===== config.mk =====
export PLATFORM = sky130hd
export DESIGN_NAME = shadow_addr_unit
export DESIGN_NICKNAME = d
export VERILOG_FILES = /design/src/rtl/shadow_addr_pkg.sv /design/src/rtl/shadow_addr_calc.sv /design/src/rtl/shadow_addr_sel.sv /design/src/rtl/shadow_addr_reg.sv /design/src/rtl/shadow_addr_unit.sv
export SDC_FILE = /design/constraint.sdc
export NUM_CORES = 1
export LEC_CHECK = 0
export BUFFER_PORTS_ARGS = -buffer_cell sky130_fd_sc_hd__buf_2
export CORE_UTILIZATION = 26
export CTS_CLUSTER_DIAMETER = 80
export DETAILED_ROUTE_END_ITERATION = 10
export SLEW_MARGIN = 20
export SYNTH_ARGS = -nofsm -noshare
export SYNTH_HDL_FRONTEND = slang
export SYNTH_SLANG_ARGS = --single-unit

===== constraint.sdc =====
create_clock -name clk -period 5.2 [get_ports clk]
set_input_delay 0.26 -clock clk [delete_from_list [all_inputs] [get_ports clk]]
set_output_delay 0.26 -clock clk [all_outputs]
set_load 0.1 [all_outputs]

===== src/rtl/shadow_addr_pkg.sv =====
// Package: class bit positions shared by the unit and its bench-facing docs.
// Assumes a decoder that drives exactly one class bit per committed instruction.
package shadow_addr_pkg;
    localparam int NCLS        = 14;
    localparam int C_ADDR_INC  = 0;
    localparam int C_ACC_STORE = 1;
    localparam int C_XFER      = 2;
    localparam int C_INDEXED   = 3;
    localparam int C_CMP_INC   = 4;
    localparam int C_CMP_DEC   = 5;
    localparam int C_CMPR_INC  = 6;
    localparam int C_CMPR_DEC  = 7;
    localparam int C_PORT_IN   = 8;
    localparam int C_BIN_INC   = 9;
    localparam int C_BIN_DEC   = 10;
    localparam int C_BOUT_INC  = 11;
    localparam int C_BOUT_DEC  = 12;
    localparam int C_BMOVE_REP = 13;
endpackage


===== src/rtl/shadow_addr_calc.sv =====
// Module: computes one candidate next value per instruction class.
// Assumes AW == 2*DW so an accumulator byte fills exactly the high half.
module shadow_addr_calc
    import shadow_addr_pkg::*;
#(
    parameter int AW = 16,
    parameter int DW = 8
) (
    input  logic [AW-1:0]           cur_q,
    input  logic                    clone_mode,
    input  logic [AW-1:0]           opnd_addr,
    input  logic [DW-1:0]           acc,
    input  logic [AW-1:0]           bc_pre,
    input  logic [AW-1:0]           bc_post,
    input  logic [AW-1:0]           instr_pc,
    input  logic [AW-1:0]           idx_sum,
    input  logic [DW-1:0]           port_num,
    input  logic                    cmp_match,
    output logic [NCLS-1:0][AW-1:0] cand
);
    localparam int            HW  = AW - DW;
    localparam logic [AW-1:0] ONE = {{(AW-1){1'b0}}, 1'b1};

    logic [AW-1:0] addr_p1;
    logic [AW-1:0] pc_p1;
    logic [HW-1:0] store_hi;
    logic          bc_is_one;
    logic          cmp_final;

    // Shared operands: incremented address and PC, store high byte, step finality.
    always_comb begin
        addr_p1   = opnd_addr + ONE;
        pc_p1     = instr_pc + ONE;
        store_hi  = clone_mode ? '0 : HW'(acc);
        bc_is_one = (bc_pre == ONE);
        cmp_final = bc_is_one || cmp_match;
    end

    // One candidate per class; the class index selects the formula.
    for (genvar i = 0; i < NCLS; i++) begin : g_cls
        if (i == C_ADDR_INC) begin : g_ai
            assign cand[i] = addr_p1;
        end else if (i == C_ACC_STORE) begin : g_st
            assign cand[i] = {store_hi, addr_p1[DW-1:0]};
        end else if (i == C_XFER) begin : g_xf
            assign cand[i] = opnd_addr;
        end else if (i == C_INDEXED) begin : g_ix
            assign cand[i] = idx_sum;
        end else if (i == C_CMP_INC) begin : g_ci
            assign cand[i] = cur_q + ONE;
        end else if (i == C_CMP_DEC) begin : g_cd
            assign cand[i] = cur_q - ONE;
        end else if (i == C_CMPR_INC) begin : g_cri
            assign cand[i] = cmp_final ? (cur_q + ONE) : pc_p1;
        end else if (i == C_CMPR_DEC) begin : g_crd
            assign cand[i] = cmp_final ? (cur_q - ONE) : pc_p1;
        end else if (i == C_PORT_IN) begin : g_pi
            assign cand[i] = AW'({acc, port_num}) + ONE;
        end else if (i == C_BIN_INC) begin : g_bii
            assign cand[i] = bc_pre + ONE;
        end else if (i == C_BIN_DEC) begin : g_bid
            assign cand[i] = bc_pre - ONE;
        end else if (i == C_BOUT_INC) begin : g_boi
            assign cand[i] = bc_post + ONE;
        end else if (i == C_BOUT_DEC) begin : g_bod
            assign cand[i] = bc_post - ONE;
        end else begin : g_bm
            assign cand[i] = bc_is_one ? cur_q : pc_p1;
        end
    end
endmodule


===== src/rtl/shadow_addr_sel.sv =====
// Module: picks the candidate named by a one-hot class and qualifies the load.
// Assumes candidates are packed by class index; non-one-hot codes never load.
module shadow_addr_sel
    import shadow_addr_pkg::*;
#(
    parameter int AW = 16
) (
    input  logic                    commit,
    input  logic [NCLS-1:0]         cls_onehot,
    input  logic [NCLS-1:0][AW-1:0] cand,
    output logic                    load,
    output logic [AW-1:0]           nxt
);
    // AND-OR mux over the classes; valid only for exactly one set bit.
    always_comb begin
        nxt = '0;
        for (int i = 0; i < NCLS; i++) begin
            if (cls_onehot[i]) nxt = nxt | cand[i];
        end
        load = commit && ($countones(cls_onehot) == 1);
    end
endmodule


===== src/rtl/shadow_addr_reg.sv =====
// Module: the hidden register itself with synchronous active-low reset.
// Assumes load and nxt are settled before the rising edge.
module shadow_addr_reg #(
    parameter int AW = 16
) (
    input  logic          clk,
    input  logic          rst_n,
    input  logic          load,
    input  logic [AW-1:0] nxt,
    output logic [AW-1:0] q
);
    // State update: clear on reset, else take the selected candidate.
    always_ff @(posedge clk) begin
        if (!rst_n)    q <= '0;
        else if (load) q <= nxt;
    end

    AST_RESET_CLEARS: assert property (@(posedge clk) !rst_n |=> q == '0);
    AST_NO_LOAD_HOLDS: assert property (@(posedge clk) disable iff (!rst_n)
        !load |=> $stable(q));
endmodule


===== src/rtl/shadow_addr_unit.sv =====
// Module: top of the hidden address register update unit.
// Assumes the decoder presents all operands in the cycle commit is high.
module shadow_addr_unit
    import shadow_addr_pkg::*;
#(
    parameter int AW = 16,
    parameter int DW = 8
) (
    input  logic            clk,
    input  logic            rst_n,
    input  logic            commit,
    input  logic [NCLS-1:0] cls_onehot,
    input  logic            clone_mode,
    input  logic [AW-1:0]   opnd_addr,
    input  logic [DW-1:0]   acc,
    input  logic [AW-1:0]   bc_pre,
    input  logic [AW-1:0]   bc_post,
    input  logic [AW-1:0]   instr_pc,
    input  logic [AW-1:0]   idx_sum,
    input  logic [DW-1:0]   port_num,
    input  logic            cmp_match,
    output logic [AW-1:0]   addr_q,
    output logic            flag_b3,
    output logic            flag_b5
);
    logic [NCLS-1:0][AW-1:0] cand;
    logic                    load;
    logic [AW-1:0]           nxt;

    shadow_addr_calc #(.AW(AW), .DW(DW)) u_calc (
        .cur_q(addr_q), .clone_mode(clone_mode), .opnd_addr(opnd_addr),
        .acc(acc), .bc_pre(bc_pre), .bc_post(bc_post), .instr_pc(instr_pc),
        .idx_sum(idx_sum), .port_num(port_num), .cmp_match(cmp_match),
        .cand(cand)
    );

    shadow_addr_sel #(.AW(AW)) u_sel (
        .commit(commit), .cls_onehot(cls_onehot), .cand(cand),
        .load(load), .nxt(nxt)
    );

    shadow_addr_reg #(.AW(AW)) u_reg (
        .clk(clk), .rst_n(rst_n), .load(load), .nxt(nxt), .q(addr_q)
    );

    // Flag taps for a bit test through HL.
    assign flag_b3 = addr_q[11];
    assign flag_b5 = addr_q[13];

    AST_BAD_CODE_HOLDS: assert property (@(posedge clk) disable iff (!rst_n)
        (commit && !$onehot(cls_onehot)) |=> $stable(addr_q));
    AST_XFER_TARGET: assert property (@(posedge clk) disable iff (!rst_n)
        (commit && cls_onehot == NCLS'(1 << C_XFER)) |=> addr_q == $past(opnd_addr));
    AST_CMP_INC_STEP: assert property (@(posedge clk) disable iff (!rst_n)
        (commit && cls_onehot == NCLS'(1 << C_CMP_INC)) |=> addr_q == AW'($past(addr_q) + 1));
    AST_CLONE_HIGH_ZERO: assert property (@(posedge clk) disable iff (!rst_n)
        (commit && clone_mode && cls_onehot == NCLS'(1 << C_ACC_STORE)) |=> addr_q[AW-1:DW] == '0);
    AST_BMOVE_LAST_HOLDS: assert property (@(posedge clk) disable iff (!rst_n)
        (commit && cls_onehot == NCLS'(1 << C_BMOVE_REP) && bc_pre == AW'(1)) |=> $stable(addr_q));
endmodule


# Word-level counts from Yosys, hierarchy flattened
# Index checks and enable logic that the tools add are counted.
# op_classes
reduce_logical,2
n_mux,18
add_sub_neg,22
bitwise_logic,13
n_eq_ne,2
# ops
op,count
$mux 16,17
$or 16x16->16,13
$add 32x32->32,6
$add 16x1->16 const B,6
$sub 16x1->16 const B,3
$eq 32x2->1 const B,1
$eq 16x1->1 const B,1
$add 1x1->2,7
$mux 8,1
$logic_and 1x1->1,1
$logic_or 1x1->1,1
# word_totals
wordCells,58
ff_bits,16
in_bits,115
out_inout_bits,18

# Longest topological paths before layout
# logic_depth
word_depth,28
mapped_depth,19
mapped_depth_nobuf,18

# Modules after synthesis
# A second synthesis with hierarchy kept.
# unflattened
cells_unflattened,771
hier_area_um2,5539.1
# modules_own_cells
module,n_inst,seq_area_each_um2,area_per_inst_um2,cells_per_inst
shadow_addr_calc,1,0.0,3324.4,517
shadow_addr_sel,1,0.0,1584.0,201
shadow_addr_reg,1,320.3,615.6,51
shadow_addr_unit,1,0.0,15.0,2

# Worst setup path after synthesis
# No wires, ideal clock.
# synth_path
path_kind,input port to flip-flop
start,in cls_onehot[12]
end,reg u_reg.q[12]
arrival_time_ns,4.263
path_stages,16
slack_ns,0.819
cell_sequence,ha_1 fa_1 inv_1 fa_1 fa_1 inv_1 ha_1 inv_1 fa_1 a2111oi_0 o21a_1 nand2_1 a221o_1 a2111oi_4 nand4_1 a32o_2
# synth_via
elab_chain_cells,5
word_cells_on_any_way,8
classes_between,add/sub (3); eq/ne (1); mux (2); bitwise (1); reduce/logical (1)
# synth_rtl
element,line,source
from (decl),shadow_addr_unit.sv:12,"input logic [NCLS-1:0] cls_onehot,"
$add 1x1->2 (not written as such),shadow_addr_sel.sv:20,load = commit && ($countones(cls_onehot) == 1);
$add 32x32->32 (not written as such) (2 in series),shadow_addr_sel.sv:20,
$eq 32x2->1,shadow_addr_sel.sv:20,
$logic_and 1x1->1,shadow_addr_sel.sv:20,
to (signal assigned),shadow_addr_reg.sv:15,else if (load) q <= nxt;
to (decl),shadow_addr_reg.sv:10,output logic [AW-1:0] q
# Parallel ways exist; a longest one is shown, timed or not.
# A chain may end at the register's enable or synchronous reset.

# Worst setup path after layout
# layout_path
start,in cls_onehot[6]
end,reg u_reg.q[11]
# layout_via
elab_chain_cells,15
word_cells_on_any_way,21
classes_between,add/sub (4); eq/ne (1); mux (8); bitwise (7); reduce/logical (1)
# layout_rtl
element
"parallel branches: the longest is 15 deep, another holds $add 32x32->32"
# Several ways; the timed one is not identified.

==> flow_summary.json <==
{
  "grt_pass1_wl_mm": 33.6,
  "hold_class": "input port to flip-flop",
  "rows": 49,
  "fin_tns_setup_ns": 0,
  "cp_common_cell": "fa_1",
  "worstMarginPinSlew_ns": 1.05,
  "clkPwrFrac_pct": 8.6,
  "cts.sinks": 16,
  "dr.pass1.iters": 10,
  "grt_max_degree": 23,
  "track_usage_pct": 22.2,
  "drv_slew": 0,
  "cts_buffers": 3,
  "violations": "DRC",
  "synth_seq_cells": 16,
  "viasPerCell": 6.10,
  "antenna-diode-count": 0,
  "internal-power_uw": 713,
  "cts_hold_buf": 0,
  "fmax_ghz": 0.209,
  "synth_ff_type": "dfxtp_1",
  "drt_iter0_markers": 764,
  "finalCriticalPeriod_ns": 4.77,
  "ctsResizeCount": 0,
  "synth_simple_gate_area_share_pct": 32.2,
  "top_regs": "u_reg.q (16)",
  "period_share_pct": 91.8,
  "drtAntennaViolNets": 0,
  "top_register": "u_reg.q",
  "die_h_um": 139,
  "status": "finished with violations",
  "nets": 960,
  "synth_warnings": 0,
  "p_sw_mw": 1.13,
  "dieArea_mm2": 0.0193,
  "avgSynthCellArea_um2": 6.84,
  "dr_total_vias": 6361,
  "p_leak_nw": 2.30,
  "pin_count": 133,
  "cp.required_ns": 5.35,
  "synthXorXnorAreaFrac_pct": 13.1,
  "ys_seq_area_share_pct": 6.56,
  "clock_latency_ns": 0.25,
  "cellPowerDensity_mw_per_mm2": 317,
  "synth_top_family_by_area": "simple AND/OR/NAND/NOR gates",
  "final-setup-viol-count": 0,
  "async_flop_share_pct": 0,
  "largest_register_ffs": 16,
  "port_buffers": 132,
  "cts_htree_levels": 1,
  "syn2layout_area_growth_pct": 18.8,
  "synth-edff-count": 0,
  "die_x_um": 139,
  "start_kind": "input port",
  "slew_headroom_pct": 29.9,
  "synth-adder-area-share_pct": 8.97,
  "cts_buffer_depth": 2,
  "synth_cell_types": 76,
  "wire_per_inst_um": 21.0,
  "cts_tree": "yes",
  "synth_compound_area_share_pct": 29.5,
  "final-hold-violation-count": 0,
  "drive_gt1_share_pct": 20.8,
  "ys_top_cells_by_area": "xnor2_1 (7.4%), dfxtp_1 (6.6%), xor2_1 (5.7%)",
  "p_sw_share_pct": 61.3,
  "crit_chain": "buf_2 > ha_1 > fa_1 > inv_1 > fa_1 > fa_1 > inv_1 > ha_1 > inv_1 > fa_1 > a2111oi_0 > o21a_1 > nand2_1 > a221o_1 > a2111oi_0 > buf_4 > o211ai_1 > and3_1",
  "critPathBufInv": 5,
  "place_congestion": 0.950,
  "yosys.area.top_type": "xnor2_1",
  "coreArea_mm2": 0.0182,
  "final_cell_mix": "buf_2 (132), nand2_1 (65), inv_1 (51), nor2_1 (50), xnor2_1 (41)",
  "whs_ns": 0.386,
  "grt_pass1_vias": 5862,
  "critPathMaxFanout": 8,
  "yosysTopAreaCellShare_pct": 7.35,
  "synth_mux_area_share_pct": 1.72,
  "pwr-share-comb_pct": 77.5,
  "synth_fp_nets": 858,
  "post_cts.repair.setup_buffers": 0,
  "sequentialPowerShare_pct": 14.0,
  "worst_path_largest_cell_delay_ns": 0.54,
  "cp.arrival_ns": 4.92,
  "crit_family": "adder cells",
  "grt_overflow": 0,
  "layout_commonest_cell": "buf_2",
  "maxCapViolCount": 0,
  "drc": 7,
  "path_clk_slew_ns": 0.05,
  "clockRootBuffer": "clkbuf_16",
  "hpwlAfterDp_mm": 17.9,
  "antenna_found_initial": 0,
  "critPathSlowestCell": "fa_1",
  "rsz0062_at_grt": "false",
  "crit_type": "input port to flip-flop",
  "final.setup_skew_ns": 0.00155,
  "syn-instance-count": 714,
  "syn_area_mm2": 0.00488,
  "cp-end-kind": "flip-flop",
  "routed_wirelength_mm": 22.0,
  "start_util_pct": 26.8,
  "peakVddDrop_v": 0.000162
}
-- Yosys cell counts (6+ instances only) --
| cell | n |
|---|---|
| nand3_1 | 38 |
| nand4_1 | 38 |
| and4_1 | 6 |
| dfxtp_1 | 16 |
| a211oi_1 | 11 |
| a222oi_1 | 13 |
| a21oi_1 | 32 |
| a22oi_1 | 10 |
| xnor2_1 | 41 |
| nor2_1 | 50 |
| a221o_1 | 9 |
| nor3_1 | 33 |
| a31oi_1 | 10 |
| o221ai_1 | 8 |
| nand2_1 | 65 |
| inv_1 | 51 |
| o21ai_0 | 29 |
| nor4_1 | 18 |
| and3_1 | 11 |
| fa_1 | 10 |
| ha_1 | 19 |
| clkbuf_1 | 40 |
| o211ai_1 | 11 |
| xor2_1 | 32 |
| a221oi_1 | 11 |
| o31ai_1 | 6 |
-- layout make-up --
class,count,area [um2]
inverters,51,191
clock buffers,3,75.1
flip-flops and latches,16,320
fillers,1977,12400
multi-input cells,599,4170
well taps,229,287
repair buffers,145,758
-- worst min-delay path, delay by kind of cell --
kind,cells,cell delay (ns)
compound gates,1,0.10
buf+inv,1,0.19
simple gates,1,0.04
-- per-layer routing --
layer  track usage, %  share of wire (%)
met1             31.6                 43
met2             33.1                 42
met3             3.94                 12
met4             8.25                3.7
met5                0                  0
-- kinds of logic (layout without fill, tap and decap cells) --
family,after synthesis,in the layout
simple gates,296,296
mux,7,7
compound gates,194,194
buf+inv,99,199
flops,16,16
fa+ha+maj,29,29
xor+xnor,73,73
-- metrics by stage --
stage	utilization [%]	total power, mW	cell area [um2]	setup WS, ns	std cells
6_report	31.9	1.84	5800	0.426	1043
5_1_grt	31.9	1.96	5800	0.163	1043
4_1_cts	31.9	1.82	5800	0.439	1043
3_5_place_dp	31.5	1.66	5730	0.191	1040
3_3_place_gp	31.5	1.65	5730	0.189	1040
2_1_floorplan	-	1.28	4880	0.819	714
-- power groups by stage --
| stage | Sequential (mW) | Clock (mW) | Combinational [mW] |
|---|---|---|---|
| final | 0.257 | 0.158 | 1.43 |
| after global routing | 0.267 | 0.163 | 1.53 |
| after CTS | 0.257 | 0.156 | 1.41 |
| after detailed placement | 0.259 | 0 | 1.40 |
| after global placement | 0.258 | 0 | 1.39 |
| after floorplan | 0.479 | 0 | 0.805 |
-- worst paths after layout --
kind | startpoint | endpoint | cells past startpoint | slack [ns]
min reg2reg | u_reg.q[15] | u_reg.q[15] | 2 | 0.57
max reg2reg | u_reg.q[2] | u_reg.q[13] | 7 | 2.29
min | rst_n | u_reg.q[8] | 3 | 0.39
max | cls_onehot[6] | u_reg.q[11] | 18 | 0.43
Power figures use the tool's default switching activity.
